`config.mk`:
```
export PLATFORM = sky130hd
export DESIGN_NAME = rm_irq_entry
export DESIGN_NICKNAME = d
export VERILOG_FILES = /design/src/rtl/rm_irq_entry.sv
export SDC_FILE = /design/constraint.sdc
export NUM_CORES = 1
export LEC_CHECK = 0
export ABC_AREA = 1
export CAP_MARGIN = 20
export CORE_MARGIN = 5
export CORE_UTILIZATION = 40
export DETAILED_ROUTE_END_ITERATION = 10
export PLACE_DENSITY = 0.77
export SLEW_MARGIN = 20
export SYNTH_ARGS = -nofsm -noshare
export SYNTH_HDL_FRONTEND = slang
export SYNTH_SLANG_ARGS = --single-unit
```
`constraint.sdc`:
```
create_clock -name clk -period 2.4 [get_ports clk]
set_input_delay 0.36 -clock clk [delete_from_list [all_inputs] [get_ports clk]]
set_output_delay 0.36 -clock clk [all_outputs]
set_load 0.05 [all_outputs]
```
`src/rtl/rm_irq_entry.sv`:
```
module rm_irq_entry #(
  parameter int IF_BIT = 9,
  parameter int TF_BIT = 8
) (
  input  logic        clk,
  input  logic        rst_n,
  input  logic        raise,
  input  logic [7:0]  raise_vec,
  input  logic        halt_req,
  input  logic        fetch_point,
  input  logic [15:0] flags_in,
  input  logic [15:0] cs_in,
  input  logic [15:0] ip_in,
  input  logic [15:0] sp_in,
  input  logic [15:0] ss_in,
  output logic        mem_req,
  output logic        mem_we,
  output logic [19:0] mem_addr,
  output logic [15:0] mem_wdata,
  input  logic        mem_gnt,
  input  logic [15:0] mem_rdata,
  output logic        flags_we,
  output logic [15:0] flags_out,
  output logic        cs_we,
  output logic [15:0] cs_out,
  output logic        ip_we,
  output logic [15:0] ip_out,
  output logic        sp_we,
  output logic [15:0] sp_out,
  output logic        busy,
  output logic        done,
  output logic        halted
);

  localparam logic [15:0] CLR_MASK = ~((16'd1 << IF_BIT) | (16'd1 << TF_BIT));

  typedef enum logic [2:0] {
    S_IDLE, S_PUSH_FL, S_PUSH_CS, S_LOAD_CS, S_PUSH_IP, S_LOAD_IP, S_DONE
  } st_t;

  st_t         st;
  logic        pend, halt_q;
  logic [7:0]  vec;
  logic [15:0] fl_q, cs_q, ip_q, sp_q, ss_q;

  logic        exempt, take, is_push, is_load, step;
  logic [15:0] sp_dec;

  assign exempt  = (vec == 8'd0) || (vec == 8'd2);
  assign take    = (st == S_IDLE) && fetch_point && pend && !halt_q
                   && (flags_in[IF_BIT] || exempt);
  assign is_push = (st == S_PUSH_FL) || (st == S_PUSH_CS) || (st == S_PUSH_IP);
  assign is_load = (st == S_LOAD_CS) || (st == S_LOAD_IP);
  assign step    = (is_push || is_load) && mem_gnt;
  assign sp_dec  = sp_q - 16'd2;

  assign mem_req  = is_push || is_load;
  assign mem_we   = is_push;
  assign mem_addr = is_push ? ({ss_q, 4'b0000} + {4'b0000, sp_dec})
                            : {10'd0, vec, (st == S_LOAD_CS), 1'b0};

  always_comb begin
    case (st)
      S_PUSH_FL: mem_wdata = fl_q;
      S_PUSH_CS: mem_wdata = cs_q;
      S_PUSH_IP: mem_wdata = ip_q;
      default:   mem_wdata = 16'd0;
    endcase
  end

  assign flags_we  = (st == S_PUSH_FL) && mem_gnt;
  assign flags_out = fl_q & CLR_MASK;
  assign cs_we     = (st == S_LOAD_CS) && mem_gnt;
  assign cs_out    = mem_rdata;
  assign ip_we     = (st == S_LOAD_IP) && mem_gnt;
  assign ip_out    = mem_rdata;
  assign sp_we     = is_push && mem_gnt;
  assign sp_out    = sp_dec;
  assign busy      = (st != S_IDLE);
  assign done      = (st == S_DONE);
  assign halted    = halt_q;

  always_ff @(posedge clk) begin
    if (!rst_n) begin
      st     <= S_IDLE;
      pend   <= 1'b0;
      halt_q <= 1'b0;
      vec    <= 8'd0;
      fl_q   <= 16'd0;
      cs_q   <= 16'd0;
      ip_q   <= 16'd0;
      sp_q   <= 16'd0;
      ss_q   <= 16'd0;
    end else begin
      if (halt_req) halt_q <= 1'b1;
      if (raise && (st == S_IDLE) && !take) begin
        pend <= 1'b1;
        vec  <= raise_vec;
      end
      if (is_push && mem_gnt) sp_q <= sp_dec;
      case (st)
        S_IDLE: if (take) begin
          fl_q <= flags_in;
          cs_q <= cs_in;
          ip_q <= ip_in;
          sp_q <= sp_in;
          ss_q <= ss_in;
          st   <= S_PUSH_FL;
        end
        S_PUSH_FL: if (step) st <= S_PUSH_CS;
        S_PUSH_CS: if (step) st <= S_LOAD_CS;
        S_LOAD_CS: if (step) st <= S_PUSH_IP;
        S_PUSH_IP: if (step) st <= S_LOAD_IP;
        S_LOAD_IP: if (step) begin
          pend <= 1'b0;
          st   <= S_DONE;
        end
        default: st <= S_IDLE;
      endcase
    end
  end

  a_r9_hold_request: assert property (@(posedge clk) disable iff (!rst_n)
    mem_req && !mem_gnt |=> mem_req && $stable(mem_addr) && $stable(mem_we) && $stable(mem_wdata));

  a_r7_done_single: assert property (@(posedge clk) disable iff (!rst_n)
    done |=> !done);

  a_r7_done_after_ip: assert property (@(posedge clk) disable iff (!rst_n)
    $rose(done) |-> $past(ip_we));

  a_r3_cs_read_addr: assert property (@(posedge clk) disable iff (!rst_n)
    cs_we |-> !mem_we && mem_addr[1:0] == 2'b10 && mem_addr[19:10] == 10'd0);

  a_r3_ip_read_addr: assert property (@(posedge clk) disable iff (!rst_n)
    ip_we |-> !mem_we && mem_addr[1:0] == 2'b00 && mem_addr[19:10] == 10'd0);

  a_r5_sp_with_write: assert property (@(posedge clk) disable iff (!rst_n)
    sp_we |-> mem_we && mem_req);

  a_r8_halt_sticky: assert property (@(posedge clk) disable iff (!rst_n)
    halted |=> halted);

  a_r8_halt_quiet: assert property (@(posedge clk) disable iff (!rst_n)
    halted && !busy |-> !mem_req);

endmodule

```
# Word-level counts from Yosys, hierarchy flattened
# Index checks and enable logic that the tools add are counted.
dict set report totals {
  reg_bits 93
  latchBits 0
  ramBits 0
  romBits 0
  inputBits 110
  out_inout_bits 109
  word_cells 63
  n_memories 0
}
dict set report op_classes {
  n_addsub 2
  mul 0
  n_div 0
  order_cmp 0
  n_eq_ne 13
  shifts 0
  muxes 15
  bitwise_logic 0
  reduce_logical 24
}
# op n
set op_table {}
lappend op_table {{$mux 16} 3}
lappend op_table {{$pmux 16 s3} 1}
lappend op_table {{$add 20x16->20} 1}
lappend op_table {{$mux 20} 1}
lappend op_table {{$mux 3} 6}
lappend op_table {{$pmux 3 s6} 1}
lappend op_table {{$sub 16x2->16 const B} 1}
lappend op_table {{$ne 2x2->1 const B} 6}
lappend op_table {{$logic_and 1x1->1} 11}
lappend op_table {{$eq 3x3->1 const B} 3}
lappend op_table {{$eq 8x2->1 const B} 1}
lappend op_table {{$logic_not 8->1} 1}
lappend op_table {{$eq 3x2->1 const B} 2}
lappend op_table {{$logic_or 1x1->1} 6}
lappend op_table {{$reduce_and 6->1} 1}
lappend op_table {{$eq 3x1->1 const B} 1}
lappend op_table {{$logic_not 3->1} 1}
lappend op_table {{$mux 1} 3}
lappend op_table {{$reduce_bool 3->1} 1}
lappend op_table {{$logic_not 1->1} 2}
lappend op_table {{$reduce_and 2->1} 1}

# Logic depth before layout (Yosys ltp)
# Gate-level depths: netlist of run 1.
dict set report depth {
  ltp_word 10
  depth_mapped 17
  depth_no_buf 17
}

# Worst setup path before layout of run 1
# Ideal clock, no wire load.
dict set report synth_timing {
  path_type {register -> output}
  start {register sp_q[1]}
  end {output mem_addr[7]}
  arrival_time_ps 3800
  t_required_ps 2040
  setup_slack_ps -1760
  stages_incl_launch_ff 10
  n_path_buf 0
  path_cell_list {dfxtp_1 inv_1 ha_1 nand3_1 xor2_1 ha_1 nand3_1 nand2_1 xnor2_1 o21ai_0}
}
dict set report synth_between {
  elab_chain_len 3
}
# element line
set synth_lines {}
lappend synth_lines {{start: declaration} 44} ;# logic [15:0] fl_q, cs_q, ip_q, sp_q, ss_q;
lappend synth_lines {{start signal: assignment} 100} ;# if (is_push && mem_gnt) sp_q <= sp_dec;
lappend synth_lines {{start signal: assignment} 106} ;# sp_q <= sp_in;
lappend synth_lines {{$sub 16x2->16} 55} ;# assign sp_dec = sp_q - 16'd2;
lappend synth_lines {{via sp_out[1]} 29} ;# output logic [15:0] sp_out,
lappend synth_lines {{$add 20x16->20} 59} ;# assign mem_addr = is_push ? ({ss_q, 4'b0000} + {4'b0000, sp_dec})
lappend synth_lines {{$mux 20} 59}
lappend synth_lines {{end: declaration} 18} ;# output logic [19:0] mem_addr,
# The timed path passes the listed nets, and every way through them passes these cells.

# Worst setup path in the final report of run 1
dict set report layout_timing {
  start {register sp_q[4]}
  end {output mem_addr[15]}
}
dict set report layout_between {
  elab_chain_len 3
}
# element line
set layout_lines {}
lappend layout_lines {{$sub 16x2->16} 55}
lappend layout_lines {{$add 20x16->20} 59}
lappend layout_lines {{$mux 20} 59}
# No other way between the ends.

==> flow_summary.yaml, run 1 <==
detailed_routing:
  detailedRoute.firstIterationViolations: 274
  number_of_detailed_routing_iterations_run_before_antenna_repair: 5
  antenna_left: 0
  post_drt_wl_per_cell_um: 15.35
  route.detailed.drc: 0
  routed-via-count: 6004
  vias_per_cell: 4.978
  detail_route.wirelength_um: 18510
placement:
  placed_cell_area_um2: 8230
  io_buffer_count: 168
  total_half_perimeter_wirelength_after_legalization_and_detailed_placement_um: 12910
  gp_routability_congestion: 0.9344
sta:
  max_freq_mhz: 326.7
  setup_violations: 16
  rsz0062_at_grt: "yes"
  final_period_minus_worst_setup_slack_ns: 3.061
  final_period_utilization_pct: 127.5
  timing_worst_slew_pin_value_ns: 0.5294
  report.final.slew_viol_count: 0
  slew_headroom_pct: 64.60
  worst_slack_ns: -0.6609
  final_worst_clock_skew_ns: 0.006097
  number_of_hold_violations_in_the_final_report: 0
  final.setup.tns_ns: -8.207
global_routing:
  global_route.usage.met1_pct: 26.02
  gr-usage-met3_pct: 4.000
  antenna_found_initial: 0
  met2_usage_pct: 37.86
  first_pass_grt_wire_length_um: 28410
  first_global_vias: 5880
  grt_max_degree: 81
  gr-max-usage-layer: "met2"
  grt-ovfl-total: 0
  grt.total_usage_pct: 21.41
worst_setup_path:
  crit_path_end_kind: "primary output"
  path_cells: "nor2_4, nand2_1, nor2_1, buf_4, xor2_4, inv_2, ha_4, a21oi_4, nand2_4, nand2_2, nand2_4, nand2_2, nand2_2, nand2_1, nand2_2, nor2_4, buf_12"
  critical_path.top_delay_family: "simple AND/OR/NAND/NOR gates"
  slowest_cp_cell: "sky130_fd_sc_hd__dfxtp_2"
  worst_r2r_path_depth: 8
  worst_ep_arrival_time_ns: 2.70
  worstSetupPathType: "flop to primary output"
  most_used_cell_along_the_critical_path: "sky130_fd_sc_hd__nand2_2"
  worst-path-buf-inv: 3
  worst_path_largest_cell_delay_ns: 0.34
  worst-path-stages: 17
  worst-path-max-fanout: 5
  required_ns: 2.04
  timing.critical_path.from_type: "flop"
floorplanning:
  io_pins: 219
  core_region_area_um2: 13770
  initial_utilization_pct: 40.47
  dieHeight_um: 128.0
  num_rows: 43
  area_of_the_die_um2: 16400
  die_x_um: 128.0
clocking:
  clock_insertion_delay_at_the_later_pin_of_the_skew_report_ns: 0.35
  numCtsBuffers: 9
  cts_buffer_depth: 2
  cts_tree: "done"
  h_tree_levels: 3
  clkSlewWorstSetupHoldPaths_ns: 0.07
  number_of_sinks_driven_by_the_clock_tree: 93
  clk_root_buffer_cell: "sky130_fd_sc_hd__clkbuf_16"
logic_synthesis:
  synth_seq_area_share_pct: 33.40
  synth.yosys.warnings: 0
  synthesis_stage_register_bit_count: 93
  biggest_area_contributors_in_the_synthesized_netlist: "sky130_fd_sc_hd__dfxtp_1 33%, sky130_fd_sc_hd__nand2_1 12%, sky130_fd_sc_hd__nor2_1 8.5%, sky130_fd_sc_hd__o21ai_0 8.2%, sky130_fd_sc_hd__buf_4 7.3%"
  yosys.area.top_type: "sky130_fd_sc_hd__dfxtp_1"
  ys_top_cells_by_count: "171 x sky130_fd_sc_hd__nand2_1, 126 x sky130_fd_sc_hd__nor2_1, 100 x sky130_fd_sc_hd__inv_1, 93 x sky130_fd_sc_hd__dfxtp_1, 91 x sky130_fd_sc_hd__o21ai_0"
  post_synth_inst_count: 844
  yosys.cell_count.top_type: "sky130_fd_sc_hd__nand2_1"
  syn_area_um2: 5574
  ys_async_sr_fraction_pct: 0
  synth-edff-count: 0
  avgSynthCellArea_um2: 6.604
  commonest_register_cell_after_synthesis: "sky130_fd_sc_hd__dfxtp_1"
  synth_top_area_share_pct: 33.40
  ys_types: 35
finish:
  finalCoreUtilization_pct: 66.50
  finish.net_count: 1146
  final_cell_area_um2: 9159
  areaGrowthSynthToFinish_pct: 64.31
  num-fill-cells: 1149
  share_of_layout_cells_above_drive_strength_1_pct: 30.31
  diodes: 0
hold_path:
  min_path_cells: 2
  min-delay-path-class: "flop to flop"
status:
  run_status: "finished with violations"
  failed_checks: "setup timing"
flow_run:
  drv.max_cap_violation_count: 0
## repair_timing
item | CTS | global route
resized for setup | 59 | 83
pin swaps | 23 | 51
hold buffers | 0 | 0
setup buffers | 5 | 8
endpoints found under the setup margin | 23 | 17
## cells by family after synthesis
family | Yosys count | share of synthesized area, %
fa+ha+maj | 15 | 3.502
buf+inv | 186 | 17.19
simple gates | 359 | 26.67
compound gates | 181 | 17.76
flops | 93 | 33.40
other cells | 1 | 0.06728
xor+xnor | 9 | 1.414
## routing by layer
metal / vias to the layer above / share of wire [%]
li1: 2994 / -
met1: 2785 / 42
met2: 179 / 50
met3: 46 / 4.8
met4: 0 / 3.1
met5: - / 0
## final timing paths
path         slack (ns)      from           end
max               -0.66   sp_q[4]  mem_addr[15]
min                0.45  ip_q[12]      ip_q[12]
max reg2reg        0.59     st[1]       sp_q[8]
min reg2reg        0.45  ip_q[12]      ip_q[12]
## metrics by stage
| stage | hold slack [ns] | std cells | setup slack (ns) |
|---|---|---|---|
| 3_5_place_dp | 0.4428 | 1179 | -0.3628 |
| 5_1_grt | 0.4734 | 1206 | -0.8301 |
| 6_report | 0.4510 | 1206 | -0.6609 |
| 4_1_cts | 0.4529 | 1200 | -0.6033 |
| 2_1_floorplan | 0.4294 | 845 | -0.5614 |
| 3_3_place_gp | 0.4374 | 1179 | -0.3155 |
## cell type report
type / count / area [um^2] / share of cell area (%)
flip-flops and latches: 93 / 1872 / 20.44
clock inverters: 7 / 70.07 / 0.7650
clock buffers: 9 / 225.2 / 2.459
multi-input cells: 566 / 3608 / 39.40
repair buffers: 248 / 2765 / 30.19
inverters: 103 / 392.9 / 4.290
well taps: 180 / 225.2 / 2.459
## tightest hold or removal path, stage by stage, from the launching register on
cell	delay, ns
sky130_fd_sc_hd__dfxtp_1	0.30
sky130_fd_sc_hd__inv_1	0.06
sky130_fd_sc_hd__a21oi_1	0.05
## flip-flops by register name, indices dropped and copies added, names as in the netlist
| signal | flops |
|---|---|
| cs_q | 16 |
| fl_q | 16 |
| ip_q | 16 |
| sp_q | 16 |
| ss_q | 16 |
| vec | 8 |
| st | 3 |
| halted | 1 |
| pend | 1 |
## cells in the final DEF (no fill, tap or decap), types with 20 or more instances in the layout
cell type | synthesis | layout
sky130_fd_sc_hd__nor2_4 | 2 | 20
sky130_fd_sc_hd__a21oi_1 | 66 | 52
sky130_fd_sc_hd__dfxtp_1 | 93 | 87
sky130_fd_sc_hd__inv_1 | 100 | 89
sky130_fd_sc_hd__nand3_1 | 42 | 34
sky130_fd_sc_hd__clkdlybuf4s50_1 | 0 | 111
sky130_fd_sc_hd__buf_12 | 0 | 49
sky130_fd_sc_hd__nand2_2 | 1 | 34
sky130_fd_sc_hd__o21ai_0 | 91 | 84
sky130_fd_sc_hd__nand2_1 | 171 | 126
sky130_fd_sc_hd__buf_4 | 54 | 83
sky130_fd_sc_hd__nor2_1 | 126 | 102
Power of run 1 is left out: the tool's default activity adds up to more than one toggle a clock period on the data nets, which glitch-free logic cannot reach.
==> run 2: changes to the inputs <==
--- a/config.mk
+++ b/config.mk
@@ -5,12 +5,11 @@
 export SDC_FILE = /design/constraint.sdc
 export NUM_CORES = 1
 export LEC_CHECK = 0
-export ABC_AREA = 1
 export CAP_MARGIN = 20
 export CORE_MARGIN = 5
-export CORE_UTILIZATION = 40
+export CORE_UTILIZATION = 44
 export DETAILED_ROUTE_END_ITERATION = 10
-export PLACE_DENSITY = 0.77
+export PLACE_DENSITY = 0.82
 export SLEW_MARGIN = 20
 export SYNTH_ARGS = -nofsm -noshare
 export SYNTH_HDL_FRONTEND = slang
==> constraint.sdc (replaced) <==
create_clock -name clk -period 3.4 [get_ports clk]
set_input_delay 0.51 -clock clk [delete_from_list [all_inputs] [get_ports clk]]
set_output_delay 0.51 -clock clk [all_outputs]
set_load 0.05 [all_outputs]
==> flow_summary.yaml, run 2 <==
status:
  run_status: "finished with violations"
  failed_checks: "setup timing"
finish:
  areaGrowthSynthToFinish_pct: 67.68
  multi_input_comb_area_um2: 3580
  finalCoreUtilization_pct: 74.27
  highest_count_cells_in_the_layout_ignoring_fill_and_taps: "168 x sky130_fd_sc_hd__nand2_1, 122 x sky130_fd_sc_hd__clkdlybuf4s50_1, 89 x sky130_fd_sc_hd__dfxtp_1, 80 x sky130_fd_sc_hd__a21oi_1, 79 x sky130_fd_sc_hd__buf_4"
  finish.net_count: 1003
  final_cell_count_no_fill: 1030
  most_frequent_standard_cell_in_the_layout_excluding_fill_and_tap_cells: "sky130_fd_sc_hd__nand2_1"
  share_of_layout_cells_above_drive_strength_1_pct: 28.43
  diodes: 0
  sequential_cell_area_um2: 1869
  num-fill-cells: 799
detailed_routing:
  detailedRoute.firstIterationViolations: 510
  routed-via-count: 5870
  post_drt_wl_per_cell_um: 19.88
  detail_route.wirelength_um: 20480
  antenna_left: 0
  route.detailed.drc: 0
  vias_per_cell: 5.699
  number_of_detailed_routing_iterations_run_before_antenna_repair: 7
worst_setup_path:
  worst_ep_arrival_time_ns: 3.76
  worst-path-stages: 11
  slowest_cp_cell: "sky130_fd_sc_hd__or4_4"
  regToRegStartpoint: "vec[3]"
  worst-path-max-fanout: 4
  timing.critical_path.from_type: "flop"
  worstSetupPathType: "flop to primary output"
  crit_path_end_kind: "primary output"
  critical_path.top_delay_family: "simple AND/OR/NAND/NOR gates"
  worst_r2r_path_depth: 5
  worst-path-buf-inv: 2
  path_cells: "or4_4, or3_4, nor3_4, xor2_4, ha_4, and2_4, a221o_1, o41a_1, buf_6, mux2i_4, buf_12"
  required_ns: 2.89
  startpoint: "sp_q[1]"
  worst_path_largest_cell_delay_ns: 0.57
sta:
  setup_violations: 13
  worst_slack_ns: -0.8733
  final_worst_clock_skew_ns: 0.01298
  final_hold_slack_ns: 0.4552
  final.setup.tns_ns: -7.709
  rsz0062_at_grt: "yes"
  timing_worst_slew_pin_value_ns: 0.9566
  max_freq_mhz: 234.0
  slew_headroom_pct: 36.23
  final_period_minus_worst_setup_slack_ns: 4.273
  number_of_hold_violations_in_the_final_report: 0
  report.final.slew_viol_count: 0
  final_period_utilization_pct: 125.7
clocking:
  clkSlewWorstSetupHoldPaths_ns: 0.07
  cts_hold_repair.buffers: 0
  clock_insertion_delay_at_the_later_pin_of_the_skew_report_ns: 0.36
  numCtsBuffers: 9
  clk_root_buffer_cell: "sky130_fd_sc_hd__clkbuf_16"
  cts_tree: "done"
  h_tree_levels: 3
  number_of_sinks_driven_by_the_clock_tree: 93
  cts_buffer_depth: 2
logic_synthesis:
  synth_top_area_share_pct: 35.44
  commonest_register_cell_after_synthesis: "sky130_fd_sc_hd__dfxtp_1"
  post_synth_inst_count: 704
  synth_seq_area_share_pct: 35.44
  yosys.cell_count.top_type: "sky130_fd_sc_hd__nand2_1"
  ys_async_sr_fraction_pct: 0
  synthesis_stage_register_bit_count: 93
  syn_area_um2: 5254
  yosys.area.top_type: "sky130_fd_sc_hd__dfxtp_1"
  biggest_area_contributors_in_the_synthesized_netlist: "sky130_fd_sc_hd__dfxtp_1 35%, sky130_fd_sc_hd__nand2_1 12%, sky130_fd_sc_hd__a21oi_1 8.9%, sky130_fd_sc_hd__buf_4 7.0%, sky130_fd_sc_hd__o21ai_0 3.4%"
  avgSynthCellArea_um2: 7.463
  ys_top_cells_by_count: "172 x sky130_fd_sc_hd__nand2_1, 93 x sky130_fd_sc_hd__a21oi_1, 93 x sky130_fd_sc_hd__dfxtp_1, 49 x sky130_fd_sc_hd__buf_4"
  ys_types: 54
  synth.yosys.warnings: 0
  synth-edff-count: 0
power:
  vdd_ir_drop_max_v: 0.0002823
  power-per-cell-area_nw_per_um2: 676.4
  p_leak_nw: 3.255
hold_path:
  min_path_cells: 2
  min-delay-path-class: "flop to flop"
  holdCritStartpoint: "cs_q[9]"
global_routing:
  first_pass_grt_wire_length_um: 30010
  antenna_found_initial: 0
  grt.total_usage_pct: 26.38
  grt_max_degree: 58
  first_global_vias: 5754
  grt-ovfl-total: 0
placement:
  total_half_perimeter_wirelength_after_legalization_and_detailed_placement_um: 13230
  dpl.cell_count: 995
  io_buffer_count: 168
  gp_routability_congestion: 0.9331
  place_ws_ns: -0.5556
floorplanning:
  initial_utilization_pct: 44.29
  die_x_um: 119.3
  area_of_the_die_um2: 14230
  dieHeight_um: 119.3
  core_region_area_um2: 11860
  num_rows: 40
  io_pins: 219
flow_run:
  drv.max_cap_violation_count: 0
-- run 2: worst paths after layout --
| path | to | slack, ns |
|---|---|---|
| min | cs_q[9] | 0.46 |
| max reg2reg | sp_q[7] | 0.75 |
| min reg2reg | cs_q[9] | 0.46 |
| max | mem_addr[15] | -0.87 |
-- run 2: where the power goes --
| part | switching, mW | leakage [nW] | internal [mW] | total, mW |
|---|---|---|---|---|
| registers | 0.0703 | 0.757 | 1.16 | 1.23 |
| clock network | 0.447 | 0.142 | 0.592 | 1.04 |
| logic | 1.97 | 2.36 | 1.72 | 3.69 |
| total | 2.49 | 3.26 | 3.47 | 5.96 |
-- run 2: kinds of logic after synthesis --
kind of cell               after synthesis  synth area share [%]
AOI/OAI and AO/OA                      176                 19.58
xor gates and xnor gates                34                 5.668
adders and majority gates               15                 3.715
buffers and inverters                  108                 11.55
DFF                                     93                 35.44
muxes                                   10                 1.905
other                                    1               0.07138
and+or+nand+nor                        267                 22.08
-- run 2: per-stage QoR --
step / power, mW / cell area (um^2)
2_1_floorplan: 3.108 / 5692
3_3_place_gp: 4.198 / 7965
3_5_place_dp: 4.300 / 7965
4_1_cts: 5.645 / 8648
5_1_grt: 6.166 / 8810
6_report: 5.959 / 8810
-- run 2: final cells by class --
type	instances	share of cell area (%)
clock inverter	5	0.6675
multi-input combinational	504	40.63
clock buffer	11	2.755
sequential	93	21.22
inverter	12	0.5823
timing repair buffer	258	32.06
tap	147	2.088
-- run 2: tightest hold or removal path: stages (launching register included) --
cell and delay (ns):
sky130_fd_sc_hd__dfxtp_1 0.31, sky130_fd_sc_hd__nand2_1 0.05, sky130_fd_sc_hd__a21oi_1 0.05
-- run 2: repair_timing --
item	4_1_cts	5_1_grt
setup endpoints to repair	14	16
resized for setup	59	26
pin swaps	38	26
setup buffers	15	8
-- run 2: routing by layer --
metal / part of all wire (%) / wire length [um] / GRT usage, % / vias up
met2: 51 / 10440 / 46.94 / 325
met5: 0 / 0 / 0 / -
li1: - / - / - / 2685
met1: 37 / 7551 / 29.99 / 2794
met4: 3.6 / 727 / 9.341 / 0
met3: 8.6 / 1753 / 7.502 / 66
Power figures use the tool's default switching activity.
